[src/rtl/mesi_pkg.sv]
package mesi_pkg;
  typedef enum logic [1:0] {ST_I = 2'd0, ST_S = 2'd1, ST_E = 2'd2, ST_M = 2'd3} mesi_e;
  typedef enum logic [1:0] {OP_LD = 2'd0, OP_ST = 2'd1, OP_LDX = 2'd2, OP_INC = 2'd3} op_e;
  typedef enum logic [1:0] {PH_IDLE = 2'd0, PH_EXEC = 2'd1, PH_RESP = 2'd2} phase_e;
endpackage

[src/rtl/mesi_prio_arb.sv]
module mesi_prio_arb #(
  parameter int N     = 4,
  parameter int IDX_W = $clog2(N)
) (
  input  logic [N-1:0]     req_i,
  output logic             any_o,
  output logic [IDX_W-1:0] idx_o,
  output logic [N-1:0]     gnt_o
);
  always_comb begin
    any_o = 1'b0;
    idx_o = '0;
    gnt_o = '0;
    for (int i = 0; i < N; i++) begin
      if (req_i[i] && !any_o) begin
        any_o    = 1'b1;
        idx_o    = IDX_W'(i);
        gnt_o[i] = 1'b1;
      end
    end
  end
endmodule

[src/rtl/mesi_line.sv]
module mesi_line
  import mesi_pkg::*;
#(
  parameter int ADDR_W = 4,
  parameter int DATA_W = 8
) (
  input  logic              clk_i,
  input  logic              rst_ni,
  input  logic              we_i,
  input  mesi_e             state_d_i,
  input  logic [ADDR_W-1:0] tag_d_i,
  input  logic [DATA_W-1:0] data_d_i,
  output mesi_e             state_o,
  output logic [ADDR_W-1:0] tag_o,
  output logic [DATA_W-1:0] data_o
);
  always_ff @(posedge clk_i or negedge rst_ni) begin
    if (!rst_ni) begin
      state_o <= ST_I;
      tag_o   <= '0;
      data_o  <= '0;
    end else if (we_i) begin
      state_o <= state_d_i;
      tag_o   <= tag_d_i;
      data_o  <= data_d_i;
    end
  end
endmodule

[src/rtl/mesi_mem.sv]
module mesi_mem #(
  parameter int ADDR_W = 4,
  parameter int DATA_W = 8,
  localparam int DEPTH = 1 << ADDR_W
) (
  input  logic              clk_i,
  input  logic              rst_ni,
  input  logic [ADDR_W-1:0] rd_addr_i,
  output logic [DATA_W-1:0] rd_data_o,
  // victim writeback port: always refreshes the flag
  input  logic              vic_en_i,
  input  logic [ADDR_W-1:0] vic_addr_i,
  input  logic [DATA_W-1:0] vic_data_i,
  // request-address port: peer flush data and/or flag update
  input  logic [ADDR_W-1:0] req_addr_i,
  input  logic              req_data_we_i,
  input  logic [DATA_W-1:0] req_data_i,
  input  logic              req_flag_we_i,
  input  logic              req_flag_i,
  output logic [DEPTH-1:0]  valid_o
);
  logic [DATA_W-1:0] mem_q [DEPTH];

  for (genvar e = 0; e < DEPTH; e++) begin : g_ent
    always_ff @(posedge clk_i or negedge rst_ni) begin
      if (!rst_ni) begin
        mem_q[e]   <= '0;
        valid_o[e] <= 1'b1;
      end else begin
        if (vic_en_i && vic_addr_i == ADDR_W'(e)) begin
          mem_q[e]   <= vic_data_i;
          valid_o[e] <= 1'b1;
        end
        if (req_data_we_i && req_addr_i == ADDR_W'(e)) mem_q[e] <= req_data_i;
        if (req_flag_we_i && req_addr_i == ADDR_W'(e)) valid_o[e] <= req_flag_i;
      end
    end
  end

  assign rd_data_o = mem_q[rd_addr_i];

  assert_port_clash_R7: assert property (@(posedge clk_i) disable iff (!rst_ni)
    (vic_en_i && (req_data_we_i || req_flag_we_i)) |-> (vic_addr_i != req_addr_i));
endmodule

[src/rtl/mesi_snoop_ctrl.sv]
module mesi_snoop_ctrl
  import mesi_pkg::*;
#(
  parameter int N_CPU  = 4,
  parameter int ADDR_W = 4,
  parameter int DATA_W = 8
) (
  input  logic                       clk_i,
  input  logic                       rst_ni,
  input  logic [N_CPU-1:0]           req_valid_i,
  input  logic [2*N_CPU-1:0]         req_op_i,
  input  logic [N_CPU*ADDR_W-1:0]    req_addr_i,
  input  logic [N_CPU*DATA_W-1:0]    req_wdata_i,
  output logic [N_CPU-1:0]           done_o,
  output logic [DATA_W-1:0]          rdata_o,
  output logic [2*N_CPU-1:0]         line_state_o,
  output logic [N_CPU*ADDR_W-1:0]    line_tag_o,
  output logic [(1<<ADDR_W)-1:0]     mem_valid_o
);
  localparam int IDX_W = (N_CPU > 1) ? $clog2(N_CPU) : 1;

  op_e               op_in   [N_CPU];
  logic [ADDR_W-1:0] addr_in [N_CPU];
  logic [DATA_W-1:0] wd_in   [N_CPU];
  mesi_e             st      [N_CPU];
  logic [ADDR_W-1:0] tag     [N_CPU];
  logic [DATA_W-1:0] dat     [N_CPU];
  mesi_e             st_d    [N_CPU];
  logic [DATA_W-1:0] dat_d   [N_CPU];
  logic [ADDR_W-1:0] tag_d   [N_CPU];

  phase_e            phase_q;
  logic [IDX_W-1:0]  cur_q;
  op_e               op_q;
  logic [ADDR_W-1:0] addr_q;
  logic [DATA_W-1:0] wdata_q;

  logic              arb_any;
  logic [IDX_W-1:0]  arb_idx;
  logic [N_CPU-1:0]  arb_gnt;
  logic              exec;

  assign exec = (phase_q == PH_EXEC);

  for (genvar g = 0; g < N_CPU; g++) begin : g_cpu
    assign op_in[g]   = op_e'(req_op_i[g*2 +: 2]);
    assign addr_in[g] = req_addr_i[g*ADDR_W +: ADDR_W];
    assign wd_in[g]   = req_wdata_i[g*DATA_W +: DATA_W];

    mesi_line #(.ADDR_W(ADDR_W), .DATA_W(DATA_W)) u_line (
      .clk_i, .rst_ni, .we_i(exec),
      .state_d_i(st_d[g]), .tag_d_i(tag_d[g]), .data_d_i(dat_d[g]),
      .state_o(st[g]), .tag_o(tag[g]), .data_o(dat[g])
    );

    assign line_state_o[g*2 +: 2]          = st[g];
    assign line_tag_o[g*ADDR_W +: ADDR_W]  = tag[g];
  end

  mesi_prio_arb #(.N(N_CPU), .IDX_W(IDX_W)) u_arb (
    .req_i(req_valid_i & {N_CPU{phase_q == PH_IDLE}}),
    .any_o(arb_any), .idx_o(arb_idx), .gnt_o(arb_gnt)
  );

  // ---------------- transaction sequencing ----------------
  always_ff @(posedge clk_i or negedge rst_ni) begin
    if (!rst_ni) begin
      phase_q <= PH_IDLE;
      cur_q   <= '0;
      op_q    <= OP_LD;
      addr_q  <= '0;
      wdata_q <= '0;
    end else begin
      unique case (phase_q)
        PH_IDLE: if (arb_any) begin
          phase_q <= PH_EXEC;
          cur_q   <= arb_idx;
          op_q    <= op_in[arb_idx];
          addr_q  <= addr_in[arb_idx];
          wdata_q <= wd_in[arb_idx];
        end
        PH_EXEC: phase_q <= PH_RESP;
        default: phase_q <= PH_IDLE;
      endcase
    end
  end

  // ---------------- snoop resolution ----------------
  mesi_e             own_st;
  logic [ADDR_W-1:0] own_tag;
  logic [DATA_W-1:0] own_dat;
  logic              hit, vic_dirty, peer_mod, is_write;
  logic [N_CPU-1:0]  peer_hit;
  logic [DATA_W-1:0] peer_dat, mem_rd, base, new_dat;
  mesi_e             own_nx;

  always_comb begin
    own_st   = st[cur_q];
    own_tag  = tag[cur_q];
    own_dat  = dat[cur_q];
    hit      = (own_st != ST_I) && (own_tag == addr_q);
    vic_dirty = (own_st == ST_M) && !hit;
    peer_mod = 1'b0;
    peer_dat = '0;
    for (int p = 0; p < N_CPU; p++) begin
      peer_hit[p] = (cur_q != IDX_W'(p)) && (st[p] != ST_I) && (tag[p] == addr_q);
      if (peer_hit[p] && st[p] == ST_M) begin
        peer_mod = 1'b1;
        peer_dat = dat[p];
      end
    end
    base     = hit ? own_dat : (peer_mod ? peer_dat : mem_rd);
    is_write = (op_q == OP_ST) || (op_q == OP_INC);
    unique case (op_q)
      OP_ST:   new_dat = wdata_q;
      OP_INC:  new_dat = base + DATA_W'(1);
      default: new_dat = base;
    endcase
    unique case (op_q)
      OP_LD:   own_nx = hit ? own_st : ST_S;
      OP_LDX:  own_nx = (hit && (own_st == ST_E || own_st == ST_M)) ? own_st
                        : (peer_mod ? ST_M : ST_E);
      default: own_nx = ST_M;
    endcase
  end

  always_comb begin
    for (int p = 0; p < N_CPU; p++) begin
      st_d[p]  = st[p];
      tag_d[p] = tag[p];
      dat_d[p] = dat[p];
      if (cur_q == IDX_W'(p)) begin
        st_d[p]  = own_nx;
        tag_d[p] = addr_q;
        dat_d[p] = new_dat;
      end else if (peer_hit[p]) begin
        if (op_q != OP_LD)  st_d[p] = ST_I;
        else if (!hit)      st_d[p] = ST_S;
      end
    end
  end

  logic flush;
  assign flush = (op_q == OP_LD) && !hit && peer_mod;

  mesi_mem #(.ADDR_W(ADDR_W), .DATA_W(DATA_W)) u_mem (
    .clk_i, .rst_ni,
    .rd_addr_i(addr_q), .rd_data_o(mem_rd),
    .vic_en_i(exec && vic_dirty), .vic_addr_i(own_tag), .vic_data_i(own_dat),
    .req_addr_i(addr_q),
    .req_data_we_i(exec && flush), .req_data_i(peer_dat),
    .req_flag_we_i(exec && (flush || is_write)), .req_flag_i(flush),
    .valid_o(mem_valid_o)
  );

  always_ff @(posedge clk_i or negedge rst_ni) begin
    if (!rst_ni) begin
      done_o  <= '0;
      rdata_o <= '0;
    end else begin
      done_o <= '0;
      if (exec) begin
        done_o[cur_q] <= 1'b1;
        rdata_o       <= new_dat;
      end
    end
  end

  // ---------------- assertions ----------------
  assert_done_onehot_R10: assert property (@(posedge clk_i) disable iff (!rst_ni)
    $onehot0(done_o));
  assert_done_pulse_R10: assert property (@(posedge clk_i) disable iff (!rst_ni)
    (|done_o) |=> (done_o == '0));
  assert_done_after_exec_R10: assert property (@(posedge clk_i) disable iff (!rst_ni)
    (|done_o) |-> $past(phase_q == PH_EXEC));
  assert_grant_lowest_R10: assert property (@(posedge clk_i) disable iff (!rst_ni)
    arb_any |-> ($onehot(arb_gnt) && ((arb_gnt & ~req_valid_i) == '0)
                 && (((arb_gnt - 1'b1) & req_valid_i) == '0)));

  for (genvar a = 0; a < N_CPU; a++) begin : g_chk
    assert_dirty_stale_R5: assert property (@(posedge clk_i) disable iff (!rst_ni)
      (st[a] == ST_M) |-> !mem_valid_o[tag[a]]);
    assert_clean_fresh_R8: assert property (@(posedge clk_i) disable iff (!rst_ni)
      (st[a] == ST_S || st[a] == ST_E) |-> mem_valid_o[tag[a]]);
    for (genvar b = a + 1; b < N_CPU; b++) begin : g_pair
      assert_single_owner_R4: assert property (@(posedge clk_i) disable iff (!rst_ni)
        (st[a] != ST_I && st[b] != ST_I && tag[a] == tag[b])
          |-> (st[a] == ST_S && st[b] == ST_S));
    end
  end
endmodule

[config.mk]
export PLATFORM = sky130hd
export DESIGN_NAME = mesi_snoop_ctrl
export DESIGN_NICKNAME = d
export VERILOG_FILES = /design/src/rtl/mesi_pkg.sv /design/src/rtl/mesi_prio_arb.sv /design/src/rtl/mesi_line.sv /design/src/rtl/mesi_mem.sv /design/src/rtl/mesi_snoop_ctrl.sv
export SDC_FILE = /design/constraint.sdc
export NUM_CORES = 1
export LEC_CHECK = 0
export BUFFER_PORTS_ARGS = -buffer_cell sky130_fd_sc_hd__buf_2
export CORE_ASPECT_RATIO = 0.8
export CORE_MARGIN = 1
export CORE_UTILIZATION = 50
export CTS_BUF_LIST = sky130_fd_sc_hd__clkbuf_2 sky130_fd_sc_hd__clkbuf_4 sky130_fd_sc_hd__clkbuf_8
export CTS_CLUSTER_DIAMETER = 150
export DETAILED_ROUTE_END_ITERATION = 16
export HOLD_SLACK_MARGIN = 0.15
export PLACE_DENSITY = 0.69
export RECOVER_POWER = 100
export SYNTH_ARGS = -nofsm -noshare
export SYNTH_HDL_FRONTEND = slang
export SYNTH_SLANG_ARGS = --single-unit
[constraint.sdc]
create_clock -name clk_i -period 5.4 [get_ports clk_i]
set_input_delay 0 -clock clk_i [delete_from_list [all_inputs] [get_ports clk_i]]
set_output_delay 0 -clock clk_i [all_outputs]
set_load 0.02 [all_outputs]
**Word level (Yosys, flattened, before mapping)**

Index checks and enable logic that the tools add are counted.

- Equal/unequal tests: 56
- Bitwise operators: 4
- Reduce and logical (&&, ||, !) cells: 136
- Add/sub/neg operators: 1
- Magnitude comparators: 5
- Mux-type cells: 122

Operators by type and width:

| operator | count |
|---|---|
| $mux 8 | 44 |
| $reduce_bool 2->1 | 43 |
| $logic_and 1x1->1 | 72 |
| $eq 4x4->1 const B | 16 |
| $mux 1 | 43 |
| $mux 2 | 19 |
| $bmux 8 s2 | 2 |
| $bmux 8 s4 | 1 |
| $eq 4x3->1 const B | 8 |
| $eq 2x2->1 const B | 10 |
| $eq 4x4->1 | 5 |
| $mux 4 | 5 |
| $bmux 4 s2 | 2 |
| $eq 4x2->1 const B | 4 |
| $pmux 8 s2 | 1 |
| $ne 3x1->1 const B | 4 |
| $reduce_and 3->1 | 4 |
| $reduce_and 2->1 | 5 |
| $add 8x1->8 const B | 1 |
| $bmux 2 s2 | 2 |
| $eq 4x1->1 const B | 2 |
| $logic_not 4->1 | 2 |
| $pmux 2 s2 | 2 |
| $eq 2x1->1 const B | 3 |
| 13 further kinds | 24 |

- Input bits: 62
- Output and inout bits: 52
- Logic and storage cells: 375
- Register bits after elaboration: 230

**Logic depth before layout (Yosys ltp)**

- Word-level depth: 16
- Mapped depth: 14
- Mapped depth without buffers: 11

**Cells and area by module**

Synthesis repeated with hierarchy kept, for this count alone.

- Cell total of the unflattened synthesis: 1467
- Area, all modules: 14211.1 um^2

Modules (own cells, without submodules):

| module | cells an instance | instances | area an instance (um^2) | seq. area each (um^2) |
|---|---|---|---|---|
| mesi_mem | 947 | 1 | 8408.1 | 3623.5 |
| mesi_snoop_ctrl | 393 | 1 | 3664.8 | 750.7 |
| mesi_line | 29 | 4 | 519.2 | 350.3 |
| mesi_prio_arb | 11 | 1 | 61.3 | 0.0 |

**Worst setup path before layout**

OpenSTA, ideal clock, no wires.

- Path type: register -> register
- Start: reg g_cpu[0].u_line.tag_o[3]
- End: reg rdata_o[4]
- Setup slack: 2.335 ns
- Clock period less this slack: 3.065 ns
- Data required time: 5.275 ns
- Buffers on the path: 1
- Stages on the path, launching flop included: 13
- Data arrival time: 2.940 ns
- Setup time: 0.125 ns
- Path through: dfrtp_1 > xnor2_1 > nand3_1 > nor4_4 > nand3_1 > a211o_1 > buf_2 > a21oi_4 > ha_1 > nand2_1 > o31ai_1 > a21oi_1 > mux2_2

- Longest elaborated chain between the ends: 11
- Elaborated cells on any way between the ends: 20
- Classes of those cells: add/sub: 1; eq/ne: 2; mux: 14; reduce/logical: 3

RTL lines:

| item | line | source |
|---|---|---|
| start, declared | mesi_line.sv:14 | `output logic [ADDR_W-1:0] tag_o,` |
| start signal, assigned | mesi_line.sv:24 | `tag_o <= tag_d_i;` |
| $eq 4x4->1 | mesi_snoop_ctrl.sv:106 | `peer_hit[p] = (cur_q != IDX_W'(p)) && (st[p] != ST_I) && (tag[p] == addr_q);` |
| $logic_and 1x1->1 | mesi_snoop_ctrl.sv:106 |  |
| $logic_and 1x1->1 | mesi_snoop_ctrl.sv:107 | `if (peer_hit[p] && st[p] == ST_M) begin` |
| $mux 8 / $mux 1 (equally long branches) (4 in a row) | mesi_snoop_ctrl.sv:107 |  |
| $mux 8 | mesi_snoop_ctrl.sv:112 | `base = hit ? own_dat : (peer_mod ? peer_dat : mem_rd);` |
| $mux 8 * | mesi_snoop_ctrl.sv:112 |  |
| $add 8x1->8 | mesi_snoop_ctrl.sv:116 | `OP_INC: new_dat = base + DATA_W'(1);` |
| $pmux 8 s2 * | mesi_snoop_ctrl.sv:114 | `unique case (op_q)` |
| end signal, assigned | mesi_snoop_ctrl.sv:164 | `rdata_o <= new_dat;` |
| end, declared | mesi_snoop_ctrl.sv:15 | `output logic [DATA_W-1:0] rdata_o,` |

Mark *: on every way between the ends. The rest lies on a longest branch, timed or not. The select of a mux whose other input is x is not followed.
A chain may end at the register's enable or synchronous reset.

**Final worst setup path**

- Start: reg addr_q[3]
- End: reg g_cpu[1].u_line.data_o[2]

- Longest elaborated chain between the ends: 11
- Elaborated cells on any way between the ends: 30
- Classes of those cells: add/sub: 1; eq/ne: 5; mux: 14; bitwise: 1; reduce/logical: 9

RTL lines:

| item | line | source |
|---|---|---|
| start, declared | mesi_snoop_ctrl.sv:35 | `logic [ADDR_W-1:0] addr_q;` |
| start signal, assigned | mesi_snoop_ctrl.sv:79 | `addr_q <= addr_in[arb_idx];` |
| $eq 4x4->1 | mesi_snoop_ctrl.sv:106 |  |
| $logic_and 1x1->1 | mesi_snoop_ctrl.sv:106 |  |
| $logic_and 1x1->1 | mesi_snoop_ctrl.sv:107 |  |
| $mux 8 / $mux 1 (equally long branches) (4 in a row) | mesi_snoop_ctrl.sv:107 |  |
| $mux 8 | mesi_snoop_ctrl.sv:112 |  |
| $mux 8 * | mesi_snoop_ctrl.sv:112 |  |
| $add 8x1->8 | mesi_snoop_ctrl.sv:116 |  |
| $pmux 8 s2 * | mesi_snoop_ctrl.sv:114 |  |
| end signal, assigned | mesi_line.sv:25 | `data_o <= data_d_i;` |
| end, declared | mesi_line.sv:15 | `output logic [DATA_W-1:0] data_o` |

Marks and branches as above.

==> reports/qor.tcl <==
set qor(result_of_the_run) {completed}
set qor(antennaDiodeCount) 0
set qor(total_leakage_power_nw) 6.02
set qor(worst-endpoint-required_ps) 5770
set qor(r2r_worst_path_depth) 10
set qor(post-cts-setup-buffer-count) 0
set qor(detail_route.iter0.violations) 1206
set qor(postRouteAntennaNets) 0
set qor(cts-buffers-inserted) 38
set qor(synth.net_count) 1244
set qor(final_min_period_over_clock_period_pct) 86.0
set qor(worstMarginPinSlew_ps) 1220
set qor(ir_drop_uv) 416
set qor(horizontal_die_dimension_microns) 179
set qor(flow.area_growth_from_synthesis_pct) 14.6
set qor(synth-async-reset-ratio_pct) 100
set qor(whs_path_depth) 5
set qor(grt_antenna_before_repair) 0
set qor(gr-usage-all-layers_pct) 32.6
set qor(yosysWarningCount) 0
set qor(netlist_top_cells_count) {214 x dfrtp_1, 161 x nor2_1, 157 x nand2_1, 112 x a221o_1, 58 x clkbuf_1}
set qor(setup.worst_path.end_class) {flop}
set qor(cts.sinks) 230
set qor(maxUsedRoutingLayer) {met4}
set qor(timing.max_cap.violations) 0
set qor(drive_above_1_share_pct) 20.5
set qor(vias_per_cell) 6.62
set qor(setup.worst_path.class) {reg -> reg}
set qor(critPathMaxFanout) 18
set qor(worstSetupStartpoint) {addr_q[3]}
set qor(period_needed_ps) 4650
set qor(slew_violations) 0
set qor(initial_core_utilization_pct) 51.1
set qor(skew_ps) 24.5
set qor(synth.area.top_cells) {dfrtp_1 43%, a221o_1 9.0%, mux4_2 8.1%, nor2_1 4.8%, nand2_1 4.7%}
set qor(synth.lib_cells_used.distinct) 72
set qor(worst_r2r_startpoint) {addr_q[3]}
set qor(cts.clk_slew.worst_paths_ps) 70
set qor(dieArea_sq_um) 25600
set qor(met3RoutedLength_mm) 4.65
set qor(io_buffers) 113
set qor(htree_num_levels) 2
set qor(worst_slew_margin_rel_pct) 18.6
set qor(synth_top_area_cell) {dfrtp_1}
set qor(setup_violations) 0
set qor(worstPathArrival_ps) 5010
set qor(worstHoldStart) {req_wdata_i[20]}
set qor(clock_buffer_depth) 3
set qor(pwr_density_cell_nw_per_um2) 600
set qor(whs_endpoint) {wdata_q[4]}
set qor(worst_skew_pair.late_latency_ps) 560
set qor(clk_root_buffer_cell) {clkbuf_8}
set qor(route.vias.total) 10953
set qor(ys_dominant_reg_cell) {dfrtp_1}
set qor(crit_path_start_kind) {flop}
set qor(syn_avg_cell_area_sq_um) 10.6
set qor(holdBufCountCts) 41
set qor(routed-wl-met2_mm) 16.7
set qor(finalWirelength_mm) 40.3
set qor(finalHoldViolCount) 0
set qor(hold_class) {in -> reg}
set qor(synth_seq_cells) 230
set qor(post_drt_wl_per_cell_microns) 24.3
set qor(dp_hpwl_mm) 26.4
set qor(io_pins) 114
set qor(synthMostInstantiatedCell) {dfrtp_1}
set qor(tritoncts) {done}
set qor(die_y_microns) 143
set qor(grt_max_degree) 159
set qor(gp_congestion) 0.932
set qor(max_freq_mhz) 215
set qor(rows) 51
set qor(first_global_vias) 10642
set qor(synth.top_cell.area_share_pct) 43.0
set qor(regToRegSetupSlack_ps) 750
set qor(netlist_instances) 1181
set qor(drtPass1Iterations) 5
set qor(first_pass_grt_wire_length_mm) 63.1
set qor(core_area_sq_um) 24400
set qor(mappedNetlistArea_sq_um) 12500
set qor(synth-seq-area-share_pct) 46.3
set qor(cts_resizes) 0
set qor(rsz_0062_raised_after_global_routing) {no}
set qor(m1WireLength_mm) 17.6
set qor(r2r_end) {g_cpu[1].u_line.data_o[2]}
set qor(finish.net_count) 1369
set qor(total_power_mw) 8.58
set qor(n_fill_cell) 2083
set qor(drcViolationCount) 0
set qor(global_route.overflow_total) 0
set qor(finalSetupTns_ps) 0
set qor(synth_enable_flop_cells) 0
## power breakdown
| part | switching (mW) | internal, mW |
|---|---|---|
| registers | 0.613 | 2.37 |
| clock network | 0.737 | 0.985 |
| logic | 2.40 | 1.47 |
| total | 3.75 | 4.82 |
## cell type report
cell class	instances	area (sq um)	area share, %
flip-flops and latches	230	5780	40.4
clock buffers	61	752	5.26
repair buffers	172	1060	7.41
well taps	318	398	2.78
multi-input cells	853	6160	43.1
inverters	11	41.3	0.289
clock inverters	9	106	0.744
## worst max-delay path by stage
stage | to | slack (ps) | cells after the start
final | g_cpu[1].u_line.data_o[2] | 750 | 10
after global routing | g_cpu[3].u_line.data_o[2] | 460 | 10
after CTS | g_cpu[0].u_line.data_o[4] | 1220 | 11
after detailed placement | g_cpu[0].u_line.data_o[4] | 1230 | 11
after global placement | g_cpu[2].u_line.data_o[4] | 1320 | 11
after floorplan | rdata_o[4] | 2330 | 12
## per-stage QoR
stage          utilization [%]  cells  instance area (sq um)  hold slack [ps]  setup slack, ps
6_report                  58.6   1654                  14300              438              754
3_3_place_gp              54.2   1543                  13200             3.93             1320
2_1_floorplan                -   1181                  12500             -296             2330
3_5_place_dp              54.2   1543                  13200             1.81             1230
4_1_cts                   59.5   1654                  14500              403             1220
5_1_grt                   58.6   1654                  14300              456              464
## routing by layer
metal	global-route usage (%)	vias to the layer above
li1	-	4708
met1	49.6	5444
met2	44.9	690
met3	8.01	111
met4	11.5	0
met5	0	-
## logic make-up after synthesis
group / after synthesis / share of synthesized area [%]
AO/OA/AOI/OAI: 325 / 21.3
adder cells (fa/ha/maj): 1 / 0.100
flip-flops: 230 / 46.3
buffers and inverters: 98 / 3.39
XOR/XNOR: 20 / 1.41
multiplexers: 86 / 11.8
AND/OR/NAND/NOR: 421 / 15.6
## state kept, by name, summed over array words and instances, names as in the netlist
name	count
phase_q	2
wdata_q	8
u_mem.mem_q	128
cur_q	2
g_cpu.u_line.state_o	8
addr_q	4
rdata_o	8
g_cpu.u_line.tag_o	16
op_q	2
g_cpu.u_line.data_o	32
done_o	4
u_mem.valid_o	16
## critical path, stage by stage, from the launching register on
cell,delay [ps]
dfrtp_1,730
xor2_1,130
nor3_1,350
and2_0,990
a211oi_1,120
a211o_1,620
a21oi_1,430
ha_1,280
o21ai_0,100
a22oi_1,510
o21ai_0,170
## cells in the final DEF, fill, tap and decap left out, drive strengths merged, types with 9 or more instances in the layout
cell type / count
dfrtp: 214
nor2: 173
nand2: 157
clkbuf: 119
a221o: 112
buf: 74
o21ai: 46
mux4: 45
dlygate4sd3: 40
a21oi: 38
mux2: 36
a211oi: 32
o22ai: 19
a31oi: 18
and2: 17
dfstp: 16
nand3: 16
nor3: 16
xor2: 13
nor2b: 13
o31ai: 12
a22oi: 9
No activity file was read; power rests on OpenSTA's default activity.
